--- src/rtl/i2c_step_pkg.sv ---
// Shared codes for the firmware-stepped I2C slave receiver.
// Assumes: op and status codes are 3 bits wide.
package i2c_step_pkg;
    localparam logic [2:0] OP_RECV = 3'd3;
    localparam logic [2:0] OP_ACK  = 3'd4;
    localparam logic [2:0] OP_NAK  = 3'd5;

    localparam logic [2:0] ST_NONE    = 3'd0;
    localparam logic [2:0] ST_STOP    = 3'd1;
    localparam logic [2:0] ST_RXDONE  = 3'd3;
    localparam logic [2:0] ST_ACKDONE = 3'd4;

    typedef enum logic [1:0] {
        PH_IDLE,
        PH_RECV,
        PH_ACK_LOW,
        PH_ACK_HIGH
    } phase_t;
endpackage

--- src/rtl/i2c_step_sync.sv ---
// Multi-stage synchroniser for asynchronous bus inputs.
// Assumes: inputs idle high, so every stage resets to 1.
module i2c_step_sync #(
    parameter int WIDTH  = 2,
    parameter int STAGES = 2
) (
    input  logic             clk,
    input  logic             rst_n,
    input  logic [WIDTH-1:0] d,
    output logic [WIDTH-1:0] q
);
    logic [WIDTH-1:0] stage_q [STAGES];

    for (genvar s = 0; s < STAGES; s++) begin : g_stage
        // Shift the sampled levels one stage down the chain.
        always_ff @(posedge clk) begin
            if (!rst_n)      stage_q[s] <= '1;
            else if (s == 0) stage_q[s] <= d;
            else             stage_q[s] <= stage_q[(s > 0) ? s - 1 : 0];
        end
    end

    assign q = stage_q[STAGES-1];
endmodule

--- src/rtl/i2c_step_events.sv ---
// Finds SCL edges and stop conditions on synchronised bus levels.
// Assumes: inputs are already synchronous to clk.
module i2c_step_events (
    input  logic clk,
    input  logic rst_n,
    input  logic scl_s,
    input  logic sda_s,
    output logic scl_rise,
    output logic scl_fall,
    output logic stop_seen
);
    logic scl_d, sda_d;

    // Keep last cycle's levels for edge comparison.
    always_ff @(posedge clk) begin
        if (!rst_n) begin
            scl_d <= 1'b1;
            sda_d <= 1'b1;
        end else begin
            scl_d <= scl_s;
            sda_d <= sda_s;
        end
    end

    assign scl_rise  = scl_s & ~scl_d;
    assign scl_fall  = ~scl_s & scl_d;
    assign stop_seen = scl_s & scl_d & sda_s & ~sda_d;
endmodule

--- src/rtl/i2c_step_shift.sv ---
// Bit collector: shifts sampled bits in MSB first and flags the last one.
// Assumes: clear and sample are never high in the same cycle.
module i2c_step_shift #(
    parameter int DATA_W = 8
) (
    input  logic              clk,
    input  logic              rst_n,
    input  logic              clear,
    input  logic              sample,
    input  logic              bit_in,
    output logic [DATA_W-1:0] word,
    output logic              last
);
    localparam int CNT_W = (DATA_W > 2) ? $clog2(DATA_W) : 1;

    logic [DATA_W-2:0] shreg;
    logic [CNT_W-1:0]  cnt;

    // Collect bits and count how many have arrived in this byte.
    always_ff @(posedge clk) begin
        if (!rst_n || clear) begin
            shreg <= '0;
            cnt   <= '0;
        end else if (sample) begin
            shreg <= {shreg[DATA_W-3:0], bit_in};
            cnt   <= cnt + 1'b1;
        end
    end

    assign word = {shreg, bit_in};
    assign last = sample && (cnt == CNT_W'(DATA_W - 1));
endmodule

--- src/rtl/i2c_step_rx.sv ---
// Firmware-stepped I2C slave receiver: each receive or acknowledge
// phase starts on a trigger, reports status and irq, and SCL is
// stretched between phases.
// Assumes: SCL levels last much longer than the synchroniser delay.
module i2c_step_rx
    import i2c_step_pkg::*;
#(
    parameter int DATA_W      = 8,
    parameter int SYNC_STAGES = 2
) (
    input  logic              clk,
    input  logic              rst_n,
    input  logic              scl_in,
    input  logic              sda_in,
    input  logic              trig,
    input  logic [2:0]        op_code,
    output logic              scl_pull_n,
    output logic              sda_pull_n,
    output logic              busy,
    output logic [2:0]        status,
    output logic [DATA_W-1:0] rx_data,
    output logic              irq
);
    logic scl_s, sda_s;
    logic scl_rise, scl_fall, stop_seen;
    logic [DATA_W-1:0] word;
    logic last_bit, start_rx, sample;

    phase_t            phase_q;
    logic              busy_q, irq_q, hold_q, sda_drv_q;
    logic [2:0]        status_q;
    logic [DATA_W-1:0] rx_q;

    i2c_step_sync #(.WIDTH(2), .STAGES(SYNC_STAGES)) u_sync (
        .clk   (clk),
        .rst_n (rst_n),
        .d     ({scl_in, sda_in}),
        .q     ({scl_s, sda_s})
    );

    i2c_step_events u_events (
        .clk       (clk),
        .rst_n     (rst_n),
        .scl_s     (scl_s),
        .sda_s     (sda_s),
        .scl_rise  (scl_rise),
        .scl_fall  (scl_fall),
        .stop_seen (stop_seen)
    );

    assign start_rx = (phase_q == PH_IDLE) && trig && (op_code == OP_RECV);
    assign sample   = (phase_q == PH_RECV) && scl_rise;

    i2c_step_shift #(.DATA_W(DATA_W)) u_shift (
        .clk    (clk),
        .rst_n  (rst_n),
        .clear  (start_rx),
        .sample (sample),
        .bit_in (sda_s),
        .word   (word),
        .last   (last_bit)
    );

    // Phase sequencer: accepts triggers when idle and closes each phase.
    always_ff @(posedge clk) begin
        if (!rst_n) begin
            phase_q   <= PH_IDLE;
            busy_q    <= 1'b0;
            irq_q     <= 1'b0;
            hold_q    <= 1'b0;
            sda_drv_q <= 1'b0;
            status_q  <= ST_NONE;
            rx_q      <= '0;
        end else begin
            irq_q <= 1'b0;
            case (phase_q)
                PH_IDLE: begin
                    if (trig && op_code == OP_RECV) begin
                        phase_q <= PH_RECV;
                        busy_q  <= 1'b1;
                        hold_q  <= 1'b0;
                    end else if (trig && (op_code == OP_ACK || op_code == OP_NAK)) begin
                        phase_q   <= PH_ACK_LOW;
                        busy_q    <= 1'b1;
                        hold_q    <= 1'b0;
                        sda_drv_q <= (op_code == OP_ACK);
                    end
                end
                PH_RECV: begin
                    if (stop_seen) begin
                        phase_q  <= PH_IDLE;
                        busy_q   <= 1'b0;
                        irq_q    <= 1'b1;
                        status_q <= ST_STOP;
                    end else if (last_bit) begin
                        phase_q  <= PH_IDLE;
                        busy_q   <= 1'b0;
                        irq_q    <= 1'b1;
                        hold_q   <= 1'b1;
                        status_q <= ST_RXDONE;
                        rx_q     <= word;
                    end
                end
                PH_ACK_LOW: begin
                    if (scl_rise) phase_q <= PH_ACK_HIGH;
                end
                PH_ACK_HIGH: begin
                    if (scl_fall) begin
                        phase_q   <= PH_IDLE;
                        busy_q    <= 1'b0;
                        irq_q     <= 1'b1;
                        hold_q    <= 1'b1;
                        sda_drv_q <= 1'b0;
                        status_q  <= ST_ACKDONE;
                    end
                end
                default: phase_q <= PH_IDLE;
            endcase
        end
    end

    assign scl_pull_n = ~(hold_q & ~scl_s);
    assign sda_pull_n = ~sda_drv_q;
    assign busy       = busy_q;
    assign irq        = irq_q;
    assign status     = status_q;
    assign rx_data    = rx_q;
endmodule

--- config.mk ---
export PLATFORM = sky130hd
export DESIGN_NAME = i2c_step_rx
export DESIGN_NICKNAME = d
export VERILOG_FILES = /design/src/rtl/i2c_step_pkg.sv /design/src/rtl/i2c_step_sync.sv /design/src/rtl/i2c_step_events.sv /design/src/rtl/i2c_step_shift.sv /design/src/rtl/i2c_step_rx.sv
export SDC_FILE = /design/constraint.sdc
export NUM_CORES = 1
export LEC_CHECK = 0
export BUFFER_PORTS_ARGS = -buffer_cell sky130_fd_sc_hd__buf_4
export CORE_MARGIN = 1
export CORE_UTILIZATION = 54
export DETAILED_ROUTE_END_ITERATION = 6
export HOLD_SLACK_MARGIN = 0.05
export PLACE_DENSITY_LB_ADDON = 0.3
export SLEW_MARGIN = 0
export SYNTH_ARGS = -nofsm -noshare
export SYNTH_HDL_FRONTEND = slang
export SYNTH_HIERARCHICAL = 1
export SYNTH_SLANG_ARGS = --single-unit
--- constraint.sdc ---
create_clock -name clk -period 2.9 [get_ports clk]
set_input_delay 0.145 -clock clk [delete_from_list [all_inputs] [get_ports clk]]
set_output_delay 0.145 -clock clk [all_outputs]
set_load 0.05 [all_outputs]
=== After elaboration in Yosys (flattened, before gate mapping) ===
Memories as Yosys holds them, arrays and structs flattened.
Index checks and enable logic that the tools add are counted.

* Eq/ne operators: 15
* Bitwise logic cells: 14
* Reduce and logical (&&, ||, !) cells: 19
* Add/sub/neg operators: 1
* Muxes and demuxes: 34

{| class="wikitable"
|+ Operator list
! cell !! number
|-
| $mux W1 || 17
|-
| $mux W2 || 8
|-
| $reduce_and A4 Y1 || 3
|-
| $ne A2 B2 Y1 const B || 5
|-
| $eq A3 B3 Y1 const B || 3
|-
| $mux W3 || 3
|-
| $pmux W2 S4 || 1
|-
| $and A1 B1 Y1 || 6
|-
| $logic_and A1 B1 Y1 || 6
|-
| $not A1 Y1 || 6
|-
| $pmux W1 S3 || 2
|-
| $pmux W3 S2 || 1
|-
| $reduce_and A3 Y1 || 2
|-
| $reduce_and A5 Y1 || 1
|-
| $eq A2 B2 Y1 const B || 2
|-
| $pmux W1 S2 || 2
|-
| $reduce_bool A2 Y1 || 2
|-
| $add A3 B1 Y3 const B || 1
|-
| $eq A3 B2 Y1 const B || 1
|-
| $ne A3 B1 Y1 const B || 1
|-
| $ne A3 B3 Y1 const B || 1
|-
| $reduce_bool A3 Y1 || 1
|-
| $eq A2 B1 Y1 const B || 1
|-
| $logic_not A2 Y1 || 1
|-
| other kinds (4) || 6
|}

* Flip-flop bits (word level): 29
* RAM bits: 4
* Memories: 1
* Word-level logic and storage cells: 95

{| class="wikitable"
|+ Memory list
! name !! words !! width !! read ports !! clocked after memory_dff !! wr ports !! RTL line !! RTL
|-
| u_sync.stage_q || 2 || 2 || 2 || 0 || 2 || i2c_step_sync.sv:12 || <nowiki>logic [WIDTH-1:0] stage_q [STAGES];</nowiki>
|}

=== Depth between registers and ports, before layout ===
Gate-level depths: netlist of run 1.

* Depth in word-level cells: 7
* Mapped depth: 9
* Depth with buffers taken out: 6

=== Cells and area by module ===
The synthesis of run 1 kept the hierarchy.

{| class="wikitable"
|+ By module, submodules not included
! module !! cells each !! instances !! area each (µm²)
|-
| i2c_step_rx || 91 || 1 || 810.8
|-
| i2c_step_shift || 37 || 1 || 399.1
|-
| i2c_step_sync || 8 || 1 || 105.1
|-
| i2c_step_events || 7 || 1 || 75.1
|}

=== Worst setup path before layout of run 1 ===
OpenSTA, ideal clock, no wires.

* Path kind: register to register
* Start: register phase_q[0]
* End: register rx_q[0], in the netlist rx_data[0]
* Cell stages (with the launch flop): 10
* Path slack: 0.590 ns
* Arrival: 2.183 ns
* Clock period less this slack: 2.310 ns
* Path buffers: 3
* Cells stage by stage: dfxtp_1 > clkbuf_1 > inv_1 > nor3b_1 > buf_6 > and2_2 > nor4bb_1 > buf_2 > mux2i_1 > nor2_1

* Word-level cells in the longest chain between the ends: 4

{| class="wikitable"
|+ Ends and longest elaborated chain
! item !! RTL line !! RTL
|-
| start, declared || i2c_step_rx.sv:29 || <nowiki>phase_t phase_q;</nowiki>
|-
| start signal, assigned || i2c_step_rx.sv:67 || <nowiki>phase_q <= PH_IDLE;</nowiki>
|-
| start signal, assigned || i2c_step_rx.sv:79 || <nowiki>phase_q <= PH_RECV;</nowiki>
|-
| start signal, assigned || i2c_step_rx.sv:83 || <nowiki>phase_q <= PH_ACK_LOW;</nowiki>
|-
| $eq A2 B1 Y1 || i2c_step_rx.sv:52 || <nowiki>assign sample = (phase_q == PH_RECV) && scl_rise;</nowiki>
|-
| $logic_and A1 B1 Y1 || i2c_step_rx.sv:52 ||
|-
| named net sample || i2c_step_rx.sv:27 || <nowiki>logic last_bit, start_rx, sample;</nowiki>
|-
| $logic_and A1 B1 Y1 || i2c_step_shift.sv:31 || <nowiki>assign last = sample && (cnt == CNT_W'(DATA_W - 1));</nowiki>
|-
| named net last_bit || i2c_step_rx.sv:27 ||
|-
| $reduce_and A3 Y1 (no line) || - ||
|-
| end signal, assigned || i2c_step_rx.sv:101 || <nowiki>rx_q <= word;</nowiki>
|-
| end, declared || i2c_step_rx.sv:32 || <nowiki>logic [DATA_W-1:0] rx_q;</nowiki>
|}

The timed path passes the listed nets, and every way through them passes these cells.
A chain may end at the register's enable or synchronous reset.

=== Final worst setup path of run 1 ===
* Start: register phase_q[0]
* End: register rx_q[7], in the netlist rx_data[7]

The elaborated chain is that of the path after synthesis.

==> results_dict.tcl, run 1 <==
set metrics [dict create \
    utilization_pct 68.6 \
    regArea_um2 661 \
    fin_tns_setup_ps 0 \
    syn_area_um2 1390 \
    pwr-share-comb_pct 9.3 \
    rsz0062_at_grt "no" \
    post_synth_num_cell_types 42 \
    place_congestion 0.857 \
    worstHoldEndpoint "sda_drv_q$_SDFFE_PN0P_" \
    core_area_um2 2450 \
    multi_input_area_um2 681 \
    antenna_found_initial 0 \
    portBuffers 22 \
    cts.sinks 33 \
    worstReg2RegEnd "rx_data[7]$_SDFFE_PN0P_" \
    hold_violations 0 \
    syn_nets 153 \
    grt_pass1_wl_um 4210 \
    first_global_vias 966 \
    grtUsageTotal_pct 22.1 \
    critPathMaxFanout 17 \
    setup_viol 0 \
    end_kind "flop" \
    clock_skew_ps 7.87 \
    routed-via-count 1094 \
    clockPowerShare_pct 31.5 \
    wl_per_cell_um 13.2 \
    worstPathRequired_ps 3120 \
    h-tree-depth 2 \
    nets 182 \
    yosys.area_share.simple_pct 23.5 \
    synth.avg_cell_area_um2 9.72 \
    initial_core_util_pct 56.6 \
    area_delta_synth_final_pct 21.1 \
    maxCapViolCount 0 \
    n_antenna_cell 0 \
    total_power_mw 0.799 \
    synthArstFlopShare_pct 0 \
    die-height_um 52.7 \
    grt_overflow_total 0 \
    cts_tree "done" \
    worst-r2r-cell-count 7 \
    rows 18 \
    synth_edf_count 0 \
    worstHoldPathType "in -> reg" \
    worstPathArrival_ps 2370 \
    slew_headroom_pct 62.8 \
    ys_ff_latch 33 \
    place_hpwl_um 1840 \
    slew_violations 0 \
    cts_root_buf "clkbuf_4" \
    synth_top_family_by_area "simple AND/OR/NAND/NOR gates" \
    rr_startpoint "phase_q[0]$_SDFFE_PN0P_" \
    r2r_slack_ps 740 \
    drc_errors 0 \
    seq_power_share_pct 59.2 \
    vdd_drop_max_mv 0.378 \
    drtPass1Iterations 4 \
    critPathLaunch "phase_q[0]$_SDFFE_PN0P_" \
    ys.flop_type "dfxtp_1" \
    seq_area_frac_synth_pct 47.5 \
    clk_path_buf_depth 2 \
    synth_compound_area_share_pct 9.99 \
    slowest_stage "dfxtp_1" \
    fill_cells 207 \
    ant_nets 0 \
    crit_path_start_kind "flop" \
    fin_crit_sh_pct 74.3 \
    worstSkewPairLatency_ps 340 \
    fmax_mhz 464 \
    grt_max_degree 18 \
    power.density_nw_per_um2 475 \
    critPathMaxStageDelay_ps 640 \
    p_sw_mw 0.211 \
    die_w_um 52.7 \
    wirelength_um 2680 \
    drt_iter0_drc 22 \
    min_from "op_code[0]" \
    dieArea_um2 2780 \
    syn_inst 143 \
    viasPerCell 5.39 \
    cts_resized 0 \
    drive_gt1_share_pct 24.3 \
    outcome "finished, final reports clean" \
    synthXorXnorAreaFrac_pct 0.630 \
    period_minus_slack_ps 2160 \
    p_leak_nw 0.656 \
    p_int_mw 0.587 \
    io_pins 23 \
    critical_path_class "reg -> reg" \
    worst_pin_slew_ps 557 \
    muxShareOfSynthArea_pct 12.2 \
    path_clk_slew_ps 100 \
    holdPathStages 3 \
    cts_buffers 5 \
    swShare_pct 26.5 \
    synthAdderAreaFrac_pct 1.80 \
    synth_warnings 6 \
    holdWs_ps 76.2 \
    cp_cell_sequence "inv_1 -> nor3b_2 -> and2_2 -> nor4bb_2 -> buf_4 -> mux2i_1 -> nor2_1" \
]
==> area by class of cell <==
cell class / instances / share of cell area, %
flip-flops and latches: 33 / 39.3
repair buffers: 29 / 13.7
clock inverters: 3 / 1.04
multi-input cells: 98 / 40.4
well taps: 30 / 2.23
inverters: 5 / 1.12
clock buffers: 5 / 2.23
==> state kept, by name, indices dropped and copies added, names as in the netlist <==
| register | cells |
|---|---|
| u_sync/stage_q | 4 |
| u_shift/cnt | 3 |
| u_events/sda_d | 1 |
| sda_drv_q | 1 |
| status | 3 |
| phase_q | 2 |
| u_shift/shreg | 7 |
| rx_data | 8 |
| u_events/scl_d | 1 |
| irq | 1 |
| busy | 1 |
| hold_q | 1 |
==> cells by family after synthesis <==
kind of cell / after synthesis
flip-flops: 33
AND/OR/NAND/NOR: 57
XOR/XNOR: 1
buffers and inverters: 12
AO/OA/AOI/OAI: 21
adder cells (fa/ha/maj): 2
multiplexers: 17
==> how the worst max path moves through the flow <==
stage / slack [ps] / cells past startpoint / end
after global routing: 580 / 7 / rx_data[4]$_SDFFE_PN0P_
final: 740 / 7 / rx_data[7]$_SDFFE_PN0P_
after global placement: 940 / 7 / rx_data[3]$_SDFFE_PN0P_
after floorplan: 590 / 9 / rx_data[0]$_SDFFE_PN0P_
after CTS: 770 / 7 / rx_data[6]$_SDFFE_PN0P_
after detailed placement: 790 / 7 / rx_data[6]$_SDFFE_PN0P_
==> power groups by stage <==
stage	registers, mW	clock network [mW]	logic [mW]
final	0.473	0.252	0.0744
after global placement	0.482	0	0.0676
after CTS	0.473	0.255	0.0742
after detailed placement	0.483	0	0.0687
after global routing	0.475	0.274	0.0814
after floorplan	0.488	0	0.0410
==> critical path, delay by kind of cell (launching register included) <==
kind / cells / cell delay [ps]
simple gates: 4 / 800
flops: 1 / 640
buf+inv: 2 / 380
mux: 1 / 210
==> cells in the mapped netlist, drive strengths merged (3+ instances only) <==
library cell / instances / area [um^2]
buf: 5 / 33.8
inv: 5 / 18.8
nor3b: 3 / 22.5
dfxtp: 33 / 661
mux2i: 17 / 170
nand2b: 10 / 62.6
a21oi: 8 / 40.0
nor2: 22 / 82.6
==> metal layers <==
layer  vias up  track usage, %  part of all wire [%]  wire length [um]
met2        22            33.8                    47              1270
met5         -               0                     0                 0
met3         6            8.41                   5.1               137
li1        551               -                     -                 -
met1       515            25.9                    46              1220
met4         0            13.2                   1.9                52
==> stage by stage <==
step	cell area, um^2	setup slack [ps]	instances
2_1_floorplan	1390	590	143
3_3_place_gp	1580	935	190
3_5_place_dp	1580	788	190
4_1_cts	1680	772	203
5_1_grt	1680	578	203
6_report	1680	744	203
==> layout by cell type (no fill, tap or decap), types with 5 or more instances in the layout <==
master,Yosys,final
mux2i_1,17,17
buf_4,1,24
inv_1,5,5
dlygate4sd3_1,0,5
nor2_1,22,22
a21oi_1,8,8
clkbuf_4,0,5
nand2b_1,10,10
dfxtp_1,33,33
==> repair_timing <==
action / 4_1_cts / 5_1_grt
hold buffers: 5 / 0
endpoints found under the hold margin: 5 / 0
setup buffers: 0 / 0
Power figures use the tool's default switching activity.
==> inputs of run 2 (changes only) <==
Settings changed: CORE_UTILIZATION 54 to 49.
Clock period 2.9 ns to 1.9 ns, I/O delays scaled along.
==> results_dict.tcl, run 2 (same netlist as run 1, synthesis figures left out) <==
set metrics [dict create \
    fin_crit_sh_pct 96.0 \
    critPathMaxFanout 7 \
    die-height_um 55.3 \
    place_congestion 0.824 \
    clk_path_buf_depth 2 \
    drtPass1Iterations 4 \
    drive_gt1_share_pct 27.7 \
    hold_violations 0 \
    grt_pass1_wl_um 4620 \
    worstReg2RegEnd "busy$_SDFFE_PN0P_" \
    worstPathRequired_ps 2130 \
    cts_tree "done" \
    die_w_um 55.3 \
    ant_nets 0 \
    n_antenna_cell 0 \
    worstPathArrival_ps 2050 \
    h-tree-depth 2 \
    crit_path_end "busy$_SDFFE_PN0P_" \
    placed_area_um2 1600 \
    worst_pin_slew_ps 488 \
    vdd_drop_max_mv 0.691 \
    path_clk_slew_ps 110 \
    total_power_mw 1.23 \
    wirelength_um 2650 \
    place_hpwl_um 1850 \
    grt_overflow_total 0 \
    nets 186 \
    io_pins 23 \
    cts.sinks 33 \
    initial_core_util_pct 54.1 \
    rr_startpoint "u_shift/cnt[0]$_SDFFE_PP0P_" \
    critical_path_class "reg -> reg" \
    mostFrequentLayoutCells "31 x dfxtp_1, 27 x buf_4, 22 x nor2_1" \
    utilization_pct 67.3 \
    final_common_cell "dfxtp_1" \
    grt_max_degree 17 \
    cts_buffers 5 \
    r2r_slack_ps 80 \
    portBuffers 22 \
    drc_errors 0 \
    clock_skew_ps 11.2 \
    maxCapViolCount 0 \
    drt_iter0_drc 19 \
    worstSkewPairLatency_ps 340 \
    setup_viol 0 \
    slew_headroom_pct 67.4 \
    largest_register_ffs 8 \
    outcome "finished, final reports clean" \
    first_global_vias 996 \
    viasPerCell 5.26 \
    antenna_found_initial 0 \
    final_area_um2 1730 \
    wl_per_cell_um 12.8 \
    power.density_nw_per_um2 711 \
    area_delta_synth_final_pct 24.3 \
    worstHoldPathType "in -> reg" \
    routed-via-count 1088 \
    dieArea_um2 3050 \
    cts_root_buf "clkbuf_4" \
    rows 18 \
    core_area_um2 2570 \
    critPathLaunch "u_shift/cnt[0]$_SDFFE_PP0P_" \
    p_leak_nw 0.680 \
    fmax_mhz 548 \
    grtUsageTotal_pct 19.5 \
    end_kind "flop" \
    worst-r2r-cell-count 6 \
    crit_path_start_kind "flop" \
    slew_violations 0 \
    period_minus_slack_ps 1820 \
]
run 2: cell types whose count changed in the layout (fill, tap and decap cells not counted):
cell,delta
nor2b_1,-1
dfxtp_1,-2
dlygate4sd3_1,+1
dfxtp_2,+2
inv_1,-1
buf_4,+3
inv_2,+1
and2_2,-1
nor3b_2,-1
and2_4,+1
nor3b_4,+1
nor2b_2,+1
run 2: area by class of cell:
type / instances / area (um^2)
Clock inverter: 3 / 17.5
Timing Repair Buffer: 33 / 263
Tap cell: 30 / 37.5
Clock buffer: 5 / 37.5
Sequential cell: 33 / 663
Fill cell: 215 / 840
Multi-Input combinational cell: 98 / 691
Inverter: 5 / 18.8
run 2: per-stage QoR:
step / setup TNS [ps] / instances / hold slack (ps) / setup slack (ps)
CTS: 0 / 207 / 124 / 39.8
finish: 0 / 207 / 141 / 76.7
global placement: 0 / 193 / 279 / 90.4
global route: -1.62 / 207 / 139 / -1.62
floorplan: 0 / 143 / 168 / 7.88
detailed placement: 0 / 193 / 282 / 88.3
run 2: worst min-delay path by stage:
stage / startpoint / end / depth (start not counted)
final: trig / phase_q[0]$_SDFFE_PN0P_ / 4
after global routing: op_code[1] / phase_q[0]$_SDFFE_PN0P_ / 3
after CTS: trig / phase_q[0]$_SDFFE_PN0P_ / 4
after detailed placement: scl_in / u_sync/stage_q[0][1]$_SDFF_PN1_ / 2
after global placement: scl_in / u_sync/stage_q[0][1]$_SDFF_PN1_ / 2
after floorplan: rst_n / u_sync/stage_q[0][0]$_SDFF_PN1_ / 1
run 2: metal layers:
layer | GRT usage, % | wire (um) | part of all wire, % | up-vias
met1 | 27.5 | 1300 | 49 | 500
met5 | 0 | 0 | 0 | -
li1 | - | - | - | 560
met3 | 7.73 | 131 | 4.9 | 5
met4 | 5.36 | 46 | 1.7 | 0
met2 | 27.5 | 1170 | 44 | 23
run 2: report_power, final:
part           internal, mW  total (mW)  switching [mW]  leakage [nW]
sequential            0.705       0.714         0.00890         0.268
combinational        0.0594       0.131          0.0721         0.382
clock                 0.139       0.383           0.244        0.0310
run 2: repair_timing:
action,4_1_cts,5_1_grt
buffers inserted,0,0
hold buffers,6,0
gates resized for setup,0,3
hold endpoints to repair,9,0
setup endpoints to repair,0,8
run 2: critical path, stage by stage (launching register included):
cell and delay (ps):
dfxtp_1 340, ha_1 200, ha_1 190, and2_4 150, or4b_2 610, a21oi_1 160
nor3_1 60
==> inputs of run 3 (changes only) <==
Settings changed: CORE_UTILIZATION 49 to 58.
Clock period 1.9 ns to 2.21 ns, I/O delays scaled along.
==> results_dict.tcl, run 3 (same netlist as run 1, synthesis figures left out) <==
set metrics [dict create \
    grt_overflow_total 0 \
    viasPerCell 5.61 \
    slowest_stage "dfxtp_1" \
    drt_iter0_drc 31 \
    cp_cell_sequence "nor2b_1 -> nor3b_2 -> and2_2 -> nor4bb_2 -> buf_4 -> mux2i_1 -> nor2_1" \
    final_cells 203 \
    grt_pass1_wl_um 4840 \
    critPathMaxFanout 8 \
    clk_path_buf_depth 2 \
    holdPathStages 3 \
    critPathMaxStageDelay_ps 370 \
    hold_violations 0 \
    path_clk_slew_ps 90 \
    drtPass1Iterations 4 \
    vdd_drop_max_mv 0.528 \
    drive_gt1_share_pct 24.0 \
    area_delta_synth_final_pct 22.7 \
    nets 185 \
    worst-r2r-cell-count 7 \
    cts_buffers 5 \
    portBuffers 22 \
    worstPathRequired_ps 2410 \
    rows 17 \
    io_pins 23 \
    placed_area_um2 1590 \
    worstSkewPairLatency_ps 340 \
    dieArea_um2 2600 \
    worst_pin_slew_ps 507 \
    fmax_mhz 497 \
    fill_cells 147 \
    grt_max_degree 17 \
    drc_errors 0 \
    h-tree-depth 2 \
    cts_resized 0 \
    clock_skew_ps 19.8 \
    routed-via-count 1139 \
    die_w_um 51.0 \
    antenna_found_initial 0 \
    grtUsageTotal_pct 26.8 \
    place_congestion 0.843 \
    p_leak_nw 0.671 \
    slew_violations 0 \
    wl_per_cell_um 14.4 \
    ant_nets 0 \
    place_hpwl_um 1870 \
    first_global_vias 1112 \
    slew_headroom_pct 66.1 \
    fin_tns_setup_ps 0 \
    fin_crit_sh_pct 91.1 \
    cts_root_buf "clkbuf_4" \
    cts_hold_buf 6 \
    cts.sinks 33 \
    outcome "finished, final reports clean" \
    n_antenna_cell 0 \
    initial_core_util_pct 62.2 \
    mostFrequentLayoutCells "33 x dfxtp_1, 26 x buf_4, 22 x nor2_1" \
    crit_path_start_kind "flop" \
    largest_register_ffs 8 \
    core_area_um2 2230 \
    final_area_um2 1710 \
    maxCapViolCount 0 \
    post-cts-setup-buffer-count 0 \
    final_common_cell "dfxtp_1" \
    cts_tree "done" \
    wirelength_um 2930 \
    worstPathArrival_ps 2220 \
    power.density_nw_per_um2 626 \
    rsz0062_at_grt "no" \
    period_minus_slack_ps 2010 \
    dp_cells 190 \
    die-height_um 51.0 \
    worstHoldPathType "in -> reg" \
    end_kind "flop" \
    critical_path_class "reg -> reg" \
    setup_viol 0 \
]
==> run 3: cell types whose count changed in the layout (fill, tap and decap cells not counted), sizes merged <==
cell | previous run | this run
clkbuf | 5 | 7
clkinv | 2 | 0
buf | 27 | 26
clkinvlp | 1 | 0
==> run 3: metal layers <==
layer	part of all wire, %	vias to the layer above	GRT usage, %
met5	0	-	0
met4	3.4	0	15.3
met3	3.1	11	8.04
met2	53	26	46.7
met1	41	544	28.3
li1	-	558	-
==> run 3: critical path, delay by kind of cell (launching register included) <==
family | cells | cell delay (ps)
AND/OR/NAND/NOR | 5 | 1040
flip-flops | 1 | 370
buffers and inverters | 1 | 240
multiplexers | 1 | 230
==> run 3: worst paths after layout <==
| check | start | to | slack (ps) |
|---|---|---|---|
| hold reg to reg | u_sync/stage_q[0][0]$_SDFF_PN1_ | u_sync/stage_q[1][0]$_SDFF_PN1_ | 430 |
| setup reg to reg | u_sync/stage_q[1][1]$_SDFF_PN1_ | rx_data[0]$_SDFFE_PN0P_ | 200 |
| hold / removal | op_code[1] | phase_q[0]$_SDFFE_PN0P_ | 170 |
| setup / recovery | u_sync/stage_q[1][1]$_SDFF_PN1_ | rx_data[0]$_SDFFE_PN0P_ | 200 |
==> run 3: report_power, final <==
group / total [mW] / leakage [nW] / internal, mW / switching (mW)
logic: 0.111 / 0.372 / 0.0493 / 0.0618
registers: 0.614 / 0.268 / 0.606 / 0.00817
clock network: 0.342 / 0.0314 / 0.150 / 0.192
==> run 3: cell type report <==
cell class / count / area (um^2) / area share (%)
clock buffer: 7 / 55.1 / 3.23
timing repair buffer: 32 / 255 / 15.0
tap: 28 / 35.0 / 2.05
multi-input combinational: 98 / 681 / 39.9
sequential: 33 / 661 / 38.7
inverter: 5 / 18.8 / 1.10
==> run 3: through the flow <==
stage	hold slack [ps]	power (mW)	setup slack [ps]	util (%)
5_1_grt	172	1.11	61.8	76.4
6_report	165	1.07	197	76.4
3_3_place_gp	294	0.725	336	71.2
3_5_place_dp	298	0.728	239	71.2
4_1_cts	150	1.08	216	76.4
2_1_floorplan	184	0.694	2.70	-
